==> src/rtl/pfx_scan_pkg.sv <==
`timescale 1ns/1ps
package pfx_scan_pkg;

    typedef enum logic [3:0] {
        BK_OPCODE,
        BK_LOCK,
        BK_REPNE,
        BK_REPE,
        BK_SEG,
        BK_OPSZ,
        BK_ADSZ,
        BK_REX,
        BK_VEX2,
        BK_VEX3
    } byte_kind_e;

    typedef enum logic [2:0] {
        SC_PREFIX,
        SC_VEXP1,
        SC_VEXP2,
        SC_VEXOP,
        SC_EMIT
    } scan_state_e;

    typedef enum logic [1:0] {
        VX_NONE  = 2'd0,
        VX_SHORT = 2'd1,
        VX_LONG  = 2'd2
    } vex_kind_e;

endpackage

==> src/rtl/pfx_byte_class.sv <==
`timescale 1ns/1ps
module pfx_byte_class
    import pfx_scan_pkg::*;
(
    input  logic [7:0]  byte_i,
    input  logic        mode64_i,
    output byte_kind_e  kind_o,
    output logic [2:0]  seg_o
);

    always_comb begin
        kind_o = BK_OPCODE;
        seg_o  = 3'd0;
        case (byte_i)
            8'hF0: kind_o = BK_LOCK;
            8'hF2: kind_o = BK_REPNE;
            8'hF3: kind_o = BK_REPE;
            8'h66: kind_o = BK_OPSZ;
            8'h67: kind_o = BK_ADSZ;
            8'h26: begin kind_o = BK_SEG; seg_o = 3'd0; end
            8'h2E: begin kind_o = BK_SEG; seg_o = 3'd1; end
            8'h36: begin kind_o = BK_SEG; seg_o = 3'd2; end
            8'h3E: begin kind_o = BK_SEG; seg_o = 3'd3; end
            8'h64: begin kind_o = BK_SEG; seg_o = 3'd4; end
            8'h65: begin kind_o = BK_SEG; seg_o = 3'd5; end
            8'hC5: kind_o = BK_VEX2;
            8'hC4: kind_o = BK_VEX3;
            default: begin
                // the 0x4x row is REX only in 64-bit mode
                if (mode64_i && (byte_i[7:4] == 4'h4)) begin
                    kind_o = BK_REX;
                end
            end
        endcase
    end

endmodule

==> src/rtl/pfx_opcode_eval.sv <==
`timescale 1ns/1ps
module pfx_opcode_eval (
    input  logic [7:0] opc_i,
    input  logic       lock_i,
    input  logic       rep_i,
    input  logic       seg_i,
    input  logic       vex_i,
    output logic       lock_fault_o,
    output logic       pause_o,
    output logic       hint_o
);

    logic lockable;

    always_comb begin
        lockable = 1'b0;
        // ALU group with memory destination, compare excluded
        if ((opc_i[7:6] == 2'b00) && (opc_i[5:3] != 3'd7) && (opc_i[2:1] == 2'b00)) begin
            lockable = 1'b1;
        end
        case (opc_i)
            8'h80, 8'h81, 8'h82, 8'h83,
            8'h86, 8'h87,
            8'hF6, 8'hF7, 8'hFE, 8'hFF,
            8'h0F: lockable = 1'b1;
            default: ;
        endcase
    end

    always_comb begin
        lock_fault_o = lock_i && (vex_i || !lockable);
        pause_o      = rep_i && !vex_i && (opc_i == 8'h90);
        hint_o       = seg_i && !vex_i && (opc_i[7:4] == 4'h7);
    end

endmodule

==> src/rtl/instr_prefix_scanner.sv <==
`timescale 1ns/1ps
module instr_prefix_scanner
    import pfx_scan_pkg::*;
#(
    parameter int MAX_LEN = 15
) (
    input  logic        clk,
    input  logic        rst_n,
    input  logic        mode64,
    input  logic        in_valid,
    input  logic [7:0]  in_byte,
    output logic        in_ready,
    output logic        rec_valid,
    output logic        rec_lock,
    output logic        rec_repne,
    output logic        rec_rep,
    output logic        rec_opsize,
    output logic        rec_adsize,
    output logic        rec_seg_valid,
    output logic [2:0]  rec_seg,
    output logic        rec_rex_valid,
    output logic [3:0]  rec_rex,
    output logic [1:0]  rec_vex_kind,
    output logic [15:0] rec_vex_payload,
    output logic [7:0]  rec_opcode,
    output logic        rec_pause,
    output logic        rec_hint,
    output logic        rec_fault
);

    localparam int CNT_W = $clog2(MAX_LEN + 2);
    localparam logic [CNT_W-1:0] LEN_LIMIT = CNT_W'(MAX_LEN);
    localparam logic [CNT_W-1:0] LEN_OVER  = CNT_W'(MAX_LEN + 1);

    scan_state_e      state_q, state_d;
    logic [CNT_W-1:0] cnt_q;

    logic        lock_q, repne_q, rep_q, osz_q, asz_q;
    logic        segv_q;
    logic [2:0]  seg_q;
    logic        rexv_q;
    logic [3:0]  rex_q;
    vex_kind_e   vk_q;
    logic [15:0] vpl_q;
    logic [7:0]  opc_q;
    logic        pause_q, hint_q, fault_q;

    byte_kind_e  kind_w;
    logic [2:0]  seg_w;
    logic        lockf_w, pause_w, hint_w;
    logic        accept, overlong, opc_capture;

    pfx_byte_class u_class (
        .byte_i   (in_byte),
        .mode64_i (mode64),
        .kind_o   (kind_w),
        .seg_o    (seg_w)
    );

    pfx_opcode_eval u_eval (
        .opc_i        (in_byte),
        .lock_i       (lock_q),
        .rep_i        (rep_q),
        .seg_i        (segv_q),
        .vex_i        (vk_q != VX_NONE),
        .lock_fault_o (lockf_w),
        .pause_o      (pause_w),
        .hint_o       (hint_w)
    );

    assign accept      = in_valid && in_ready;
    assign overlong    = accept && (cnt_q == LEN_LIMIT);
    assign opc_capture = accept && !overlong &&
                         (((state_q == SC_PREFIX) && (kind_w == BK_OPCODE)) ||
                          (state_q == SC_VEXOP));

    // state register
    always_ff @(posedge clk) begin
        if (!rst_n) begin
            state_q <= SC_PREFIX;
        end else begin
            state_q <= state_d;
        end
    end

    // transitions
    always_comb begin
        state_d = state_q;
        unique case (state_q)
            SC_PREFIX: begin
                if (accept) begin
                    if (overlong) begin
                        state_d = SC_EMIT;
                    end else if (kind_w == BK_OPCODE) begin
                        state_d = SC_EMIT;
                    end else if ((kind_w == BK_VEX2) || (kind_w == BK_VEX3)) begin
                        state_d = SC_VEXP1;
                    end
                end
            end
            SC_VEXP1: begin
                if (accept) begin
                    if (overlong)            state_d = SC_EMIT;
                    else if (vk_q == VX_LONG) state_d = SC_VEXP2;
                    else                     state_d = SC_VEXOP;
                end
            end
            SC_VEXP2: begin
                if (accept) begin
                    state_d = overlong ? SC_EMIT : SC_VEXOP;
                end
            end
            SC_VEXOP: begin
                if (accept) state_d = SC_EMIT;
            end
            SC_EMIT:  state_d = SC_PREFIX;
            default:  state_d = SC_PREFIX;
        endcase
    end

    // record accumulation
    always_ff @(posedge clk) begin
        if (!rst_n || (state_q == SC_EMIT)) begin
            cnt_q   <= '0;
            lock_q  <= 1'b0;
            repne_q <= 1'b0;
            rep_q   <= 1'b0;
            osz_q   <= 1'b0;
            asz_q   <= 1'b0;
            segv_q  <= 1'b0;
            seg_q   <= 3'd0;
            rexv_q  <= 1'b0;
            rex_q   <= 4'd0;
            vk_q    <= VX_NONE;
            vpl_q   <= 16'd0;
            opc_q   <= 8'd0;
            pause_q <= 1'b0;
            hint_q  <= 1'b0;
            fault_q <= 1'b0;
        end else if (accept) begin
            cnt_q <= cnt_q + 1'b1;
            if (overlong) begin
                opc_q   <= in_byte;
                fault_q <= 1'b1;
                pause_q <= 1'b0;
                hint_q  <= 1'b0;
            end else begin
                unique case (state_q)
                    SC_PREFIX: begin
                        case (kind_w)
                            BK_LOCK:  begin lock_q  <= 1'b1; rexv_q <= 1'b0; rex_q <= 4'd0; end
                            BK_REPNE: begin repne_q <= 1'b1; rexv_q <= 1'b0; rex_q <= 4'd0; end
                            BK_REPE:  begin rep_q   <= 1'b1; rexv_q <= 1'b0; rex_q <= 4'd0; end
                            BK_OPSZ:  begin osz_q   <= 1'b1; rexv_q <= 1'b0; rex_q <= 4'd0; end
                            BK_ADSZ:  begin asz_q   <= 1'b1; rexv_q <= 1'b0; rex_q <= 4'd0; end
                            BK_SEG: begin
                                segv_q <= 1'b1;
                                seg_q  <= seg_w;    // last wins
                                rexv_q <= 1'b0;
                                rex_q  <= 4'd0;
                            end
                            BK_REX: begin
                                rexv_q <= 1'b1;
                                rex_q  <= in_byte[3:0];
                            end
                            BK_VEX2: begin
                                vk_q   <= VX_SHORT;
                                rexv_q <= 1'b0;
                                rex_q  <= 4'd0;
                            end
                            BK_VEX3: begin
                                vk_q   <= VX_LONG;
                                rexv_q <= 1'b0;
                                rex_q  <= 4'd0;
                            end
                            default: ;
                        endcase
                    end
                    SC_VEXP1: begin
                        if (vk_q == VX_LONG) vpl_q[15:8] <= in_byte;
                        else                 vpl_q[7:0]  <= in_byte;
                    end
                    SC_VEXP2: vpl_q[7:0] <= in_byte;
                    default: ;
                endcase
                if (opc_capture) begin
                    opc_q   <= in_byte;
                    pause_q <= pause_w;
                    hint_q  <= hint_w;
                    fault_q <= lockf_w;
                end
            end
        end
    end

    // outputs
    always_comb begin
        rec_valid       = (state_q == SC_EMIT);
        in_ready        = (state_q != SC_EMIT);
        rec_lock        = lock_q;
        rec_repne       = repne_q;
        rec_rep         = rep_q;
        rec_opsize      = osz_q;
        rec_adsize      = asz_q;
        rec_seg_valid   = segv_q;
        rec_seg         = seg_q;
        rec_rex_valid   = rexv_q;
        rec_rex         = rex_q;
        rec_vex_kind    = vk_q;
        rec_vex_payload = vpl_q;
        rec_opcode      = opc_q;
        rec_pause       = pause_q;
        rec_hint        = hint_q;
        rec_fault       = fault_q;
    end

    assert_emit_single_R10: assert property (@(posedge clk) disable iff (!rst_n)
        rec_valid |=> !rec_valid);

    assert_vexop_emits_R10: assert property (@(posedge clk) disable iff (!rst_n)
        (in_valid && in_ready && (state_q == SC_VEXOP)) |=> rec_valid);

    assert_pause_context_R6: assert property (@(posedge clk) disable iff (!rst_n)
        (rec_valid && rec_pause) |-> (rec_rep && (rec_opcode == 8'h90) && (rec_vex_kind == 2'd0)));

    assert_hint_context_R7: assert property (@(posedge clk) disable iff (!rst_n)
        (rec_valid && rec_hint) |-> (rec_seg_valid && (rec_opcode[7:4] == 4'h7)));

    assert_rex_vex_apart_R4: assert property (@(posedge clk) disable iff (!rst_n)
        (rec_valid && rec_rex_valid) |-> (rec_vex_kind == 2'd0));

    assert_fault_cause_R8: assert property (@(posedge clk) disable iff (!rst_n)
        (rec_valid && rec_fault && !rec_lock) |-> (cnt_q == LEN_OVER));

    assert_len_bound_R9: assert property (@(posedge clk) disable iff (!rst_n)
        cnt_q <= LEN_OVER);

endmodule

==> config.mk <==
export PLATFORM = sky130hd
export DESIGN_NAME = instr_prefix_scanner
export DESIGN_NICKNAME = d
export VERILOG_FILES = /design/src/rtl/pfx_scan_pkg.sv /design/src/rtl/pfx_byte_class.sv /design/src/rtl/pfx_opcode_eval.sv /design/src/rtl/instr_prefix_scanner.sv
export SDC_FILE = /design/constraint.sdc
export NUM_CORES = 1
export LEC_CHECK = 0
export CORE_MARGIN = 8
export CORE_UTILIZATION = 35
export DETAILED_ROUTE_END_ITERATION = 8
export PLACE_DENSITY = 0.67
export SYNTH_ARGS = -nofsm -noshare
export SYNTH_HDL_FRONTEND = slang
export SYNTH_HIERARCHICAL = 1
export SYNTH_SLANG_ARGS = --single-unit
==> constraint.sdc <==
create_clock -name clk -period 3.6 [get_ports clk]
set_input_delay 0.36 -clock clk [delete_from_list [all_inputs] [get_ports clk]]
set_output_delay 0.36 -clock clk [all_outputs]
set_load 0.05 [all_outputs]
==> run metrics <==
status=completed; # hold bufs at CTS=0; synth top area cells=dfxtp_1 43%, mux2i_1 11%, nand2_1 6.4%; drt drc=0; Ports=57; Slew Limit Fails=0; Ys Warns=6; post-route cell area=3160 um2; Peak VDD IR=0.217 mV; Layout Skew=10.6 ps; clk slew on worst S/H paths=90 ps; H-tree Lvls=2; CTS buffer count=5; die footprint=9750 um2; layout net count=337; Reg area=1020 um2; final weighted congestion in routability-driven placement=0.836; clk root buf=clkbuf_8; Routed WL per cell=15.5 um; Final Setup Violations=0; hpwl dp=4670 um; main flop type after synthesis=dfxtp_1; Synth Instances=264; Final period util=0.845; RSZ-0062 raised after global routing=false; worst reg-to-reg path cell count=7; drt first pass iters=4; Initial Utilization=0.357; syn avg cell area=9.08 um2; Critical Path Fanout Max=11; critical path capture point=rec_opcode[7]$_SDFFE_PP0P_; #FFs+latches synth=51; row cnt=30; first-pass GRT wire length=10300 um; Critical Path Start Type=primary input; Worst Tran Pin Value=806 ps; share of flip-flops with an asynchronous set or reset=0; maximum clock insertion buffer count=2; Total Routed Length=6240 um; Commonest cells post-synth=51 x dfxtp_1, 41 x nand2_1, 27 x nor2_1, 26 x mux2i_1, 10 x a21oi_1; total power=1280 uW; r2r setup slk=1020 ps; Post-CTS Setup Repair Bufs=0; Seq/Total Area, Yosys=0.426; Chip Width=98.8 um; die outline height=98.8 um; area occupied by multi-input gates=1270 um2; EDFF count, synth=0; # Max-Cap Violations=0; CTS tree=done; Synth area leader=dfxtp_1; Cell Area, Placed=3040 um2; Setup crit start=in_byte[7]; crit path kind=in2reg; worst r2r src=cnt_q[0]$_SDFFE_PP0N_; Core ar.=6720 um2; Inserted Diodes=0; Fillers=648; Critical Path RT=3840 ps; final hold viol count=0; max frequency=329 MHz; Distinct cells, synth=57; HP Class=reg2reg; routed vias/inst=5.19; share of cells above drive strength 1=0.111; GRT Resource Usage Total=0.127; Synth top area share=0.426; antenna-violating nets left=0; initial antenna violation count=0; largest net degree at the start of global routing=32; WP data arrival=3280 ps; Worst setup EP type=flop; DR vias=2096; IO Port Bufs=56; Post-Syn Area=2400 um2; count leader, synth=dfxtp_1; P per Cell Area=404 nW/um2; setup tns final=0 ps; static leakage=0.00127 uW; post-route minimum period=3040 ps; synthesis-to-layout area growth=31.9%; grt total ovfl=0; PostCTS Resize Cnt=0; Slew HR=0.461; Clock Sink Count=51; Worst-Skew Late Latency=310 ps; Mapped Nets=278; Worst R2R End=rec_vex_payload[8]$_SDFFE_PP0P_; number of global-route vias before repair=2031; initial DRC count=150
## through the flow
step / setup WS (ps) / instances / hold slack [ps] / utilization
6_report: 557 / 404 / 460 / 0.471
5_1_grt: 380 / 404 / 480 / 0.471
4_1_cts: 603 / 404 / 462 / 0.471
3_5_place_dp: 285 / 396 / 447 / 0.453
3_3_place_gp: 376 / 396 / 446 / 0.453
2_1_floorplan: 1190 / 264 / 471 / -
## kinds of logic after synthesis
group                    share of synthesized area
flip-flops                                   0.426
XOR/XNOR                                    0.0110
multiplexers                                 0.113
AO/OA/AOI/OAI                                0.118
buffers and inverters                       0.0444
AND/OR/NAND/NOR                              0.277
adder cells (fa/ha/maj)                     0.0104
## state kept, by name, indices dropped and copies added (netlist names), 2 cells and up
signal           flops
cnt_q                5
rec_opcode           8
rec_rex              4
rec_seg              3
rec_vex_kind         2
rec_vex_payload     16
state_q              3
## worst min-delay path by stage
| stage | start | to | cells past startpoint |
|---|---|---|---|
| detailed placement | rec_opcode[4]$_SDFFE_PP0P_ | rec_opcode[4]$_SDFFE_PP0P_ | 2 |
| CTS | rec_opcode[4]$_SDFFE_PP0P_ | rec_opcode[4]$_SDFFE_PP0P_ | 2 |
| global route | rec_seg[2]$_SDFFE_PP0P_ | rec_seg[2]$_SDFFE_PP0P_ | 2 |
| global placement | rec_vex_payload[4]$_SDFFE_PP0P_ | rec_vex_payload[4]$_SDFFE_PP0P_ | 2 |
| finish | rec_opcode[4]$_SDFFE_PP0P_ | rec_opcode[4]$_SDFFE_PP0P_ | 2 |
| floorplan | cnt_q[4]$_SDFFE_PP0N_ | cnt_q[4]$_SDFFE_PP0N_ | 2 |
## layer usage
layer  GRT usage  vias to the layer above  wire length [um]
met4      0.0307                        0                48
li1            -                     1048                 -
met1       0.164                      995              3100
met5           0                        -                 0
met2       0.200                       48              2760
met3      0.0395                        5               341
## report_power, final
part / leakage, uW / internal [uW] / total, uW / switching [uW]
registers: 0.000413 / 584 / 600 / 16.4
logic: 0.000800 / 95.8 / 255 / 159
clock network: 0.0000618 / 229 / 423 / 194
total: 0.00127 / 908 / 1280 / 370
## worst max-delay path, cell delays in order
cell and delay [ps]:
clkdlybuf4s50_1 690, nand3b_2 240, nor4_1 70, or4b_1 650, or4_4 540, o21ai_2 170
o211a_1 150, buf_4 210, mux2i_1 200
## layout by cell type, fill, tap and decap left out, types with 2 or more instances in the layout
cell type / netlist / routed
clkdlybuf4s50_1: 0 / 56
dfxtp_1: 51 / 51
nand2_1: 41 / 41
nor2_1: 27 / 27
mux2i_1: 26 / 26
a21oi_1: 10 / 10
buf_4: 3 / 9
inv_1: 6 / 6
clkbuf_8: 0 / 6
nand3_1: 5 / 5
a22o_1: 5 / 5
nor3_1: 5 / 5
or2_2: 4 / 4
nand4_1: 4 / 4
and3_1: 3 / 3
nor2b_1: 3 / 3
nor3b_1: 3 / 3
o21ai_0: 3 / 3
a21o_1: 3 / 3
nand4b_1: 3 / 3
a211oi_1: 3 / 3
nand2b_1: 3 / 3
and2_1: 2 / 2
a21o_2: 2 / 2
a32oi_1: 2 / 2
xor2_1: 2 / 2
a31oi_1: 2 / 2
o22ai_1: 2 / 2
ha_1: 2 / 2
nor4_2: 2 / 2
nor4_1: 2 / 2
or4b_1: 2 / 2
## layout make-up
cell class                 count  area share
sequential                    51       0.323
tap                           80      0.0316
clock buffer                   6      0.0261
timing repair buffer          65       0.199
clock inverter                 2      0.0123
multi-input combinational    194       0.402
inverter                       6     0.00712
No activity file was read; power rests on OpenSTA's default activity.
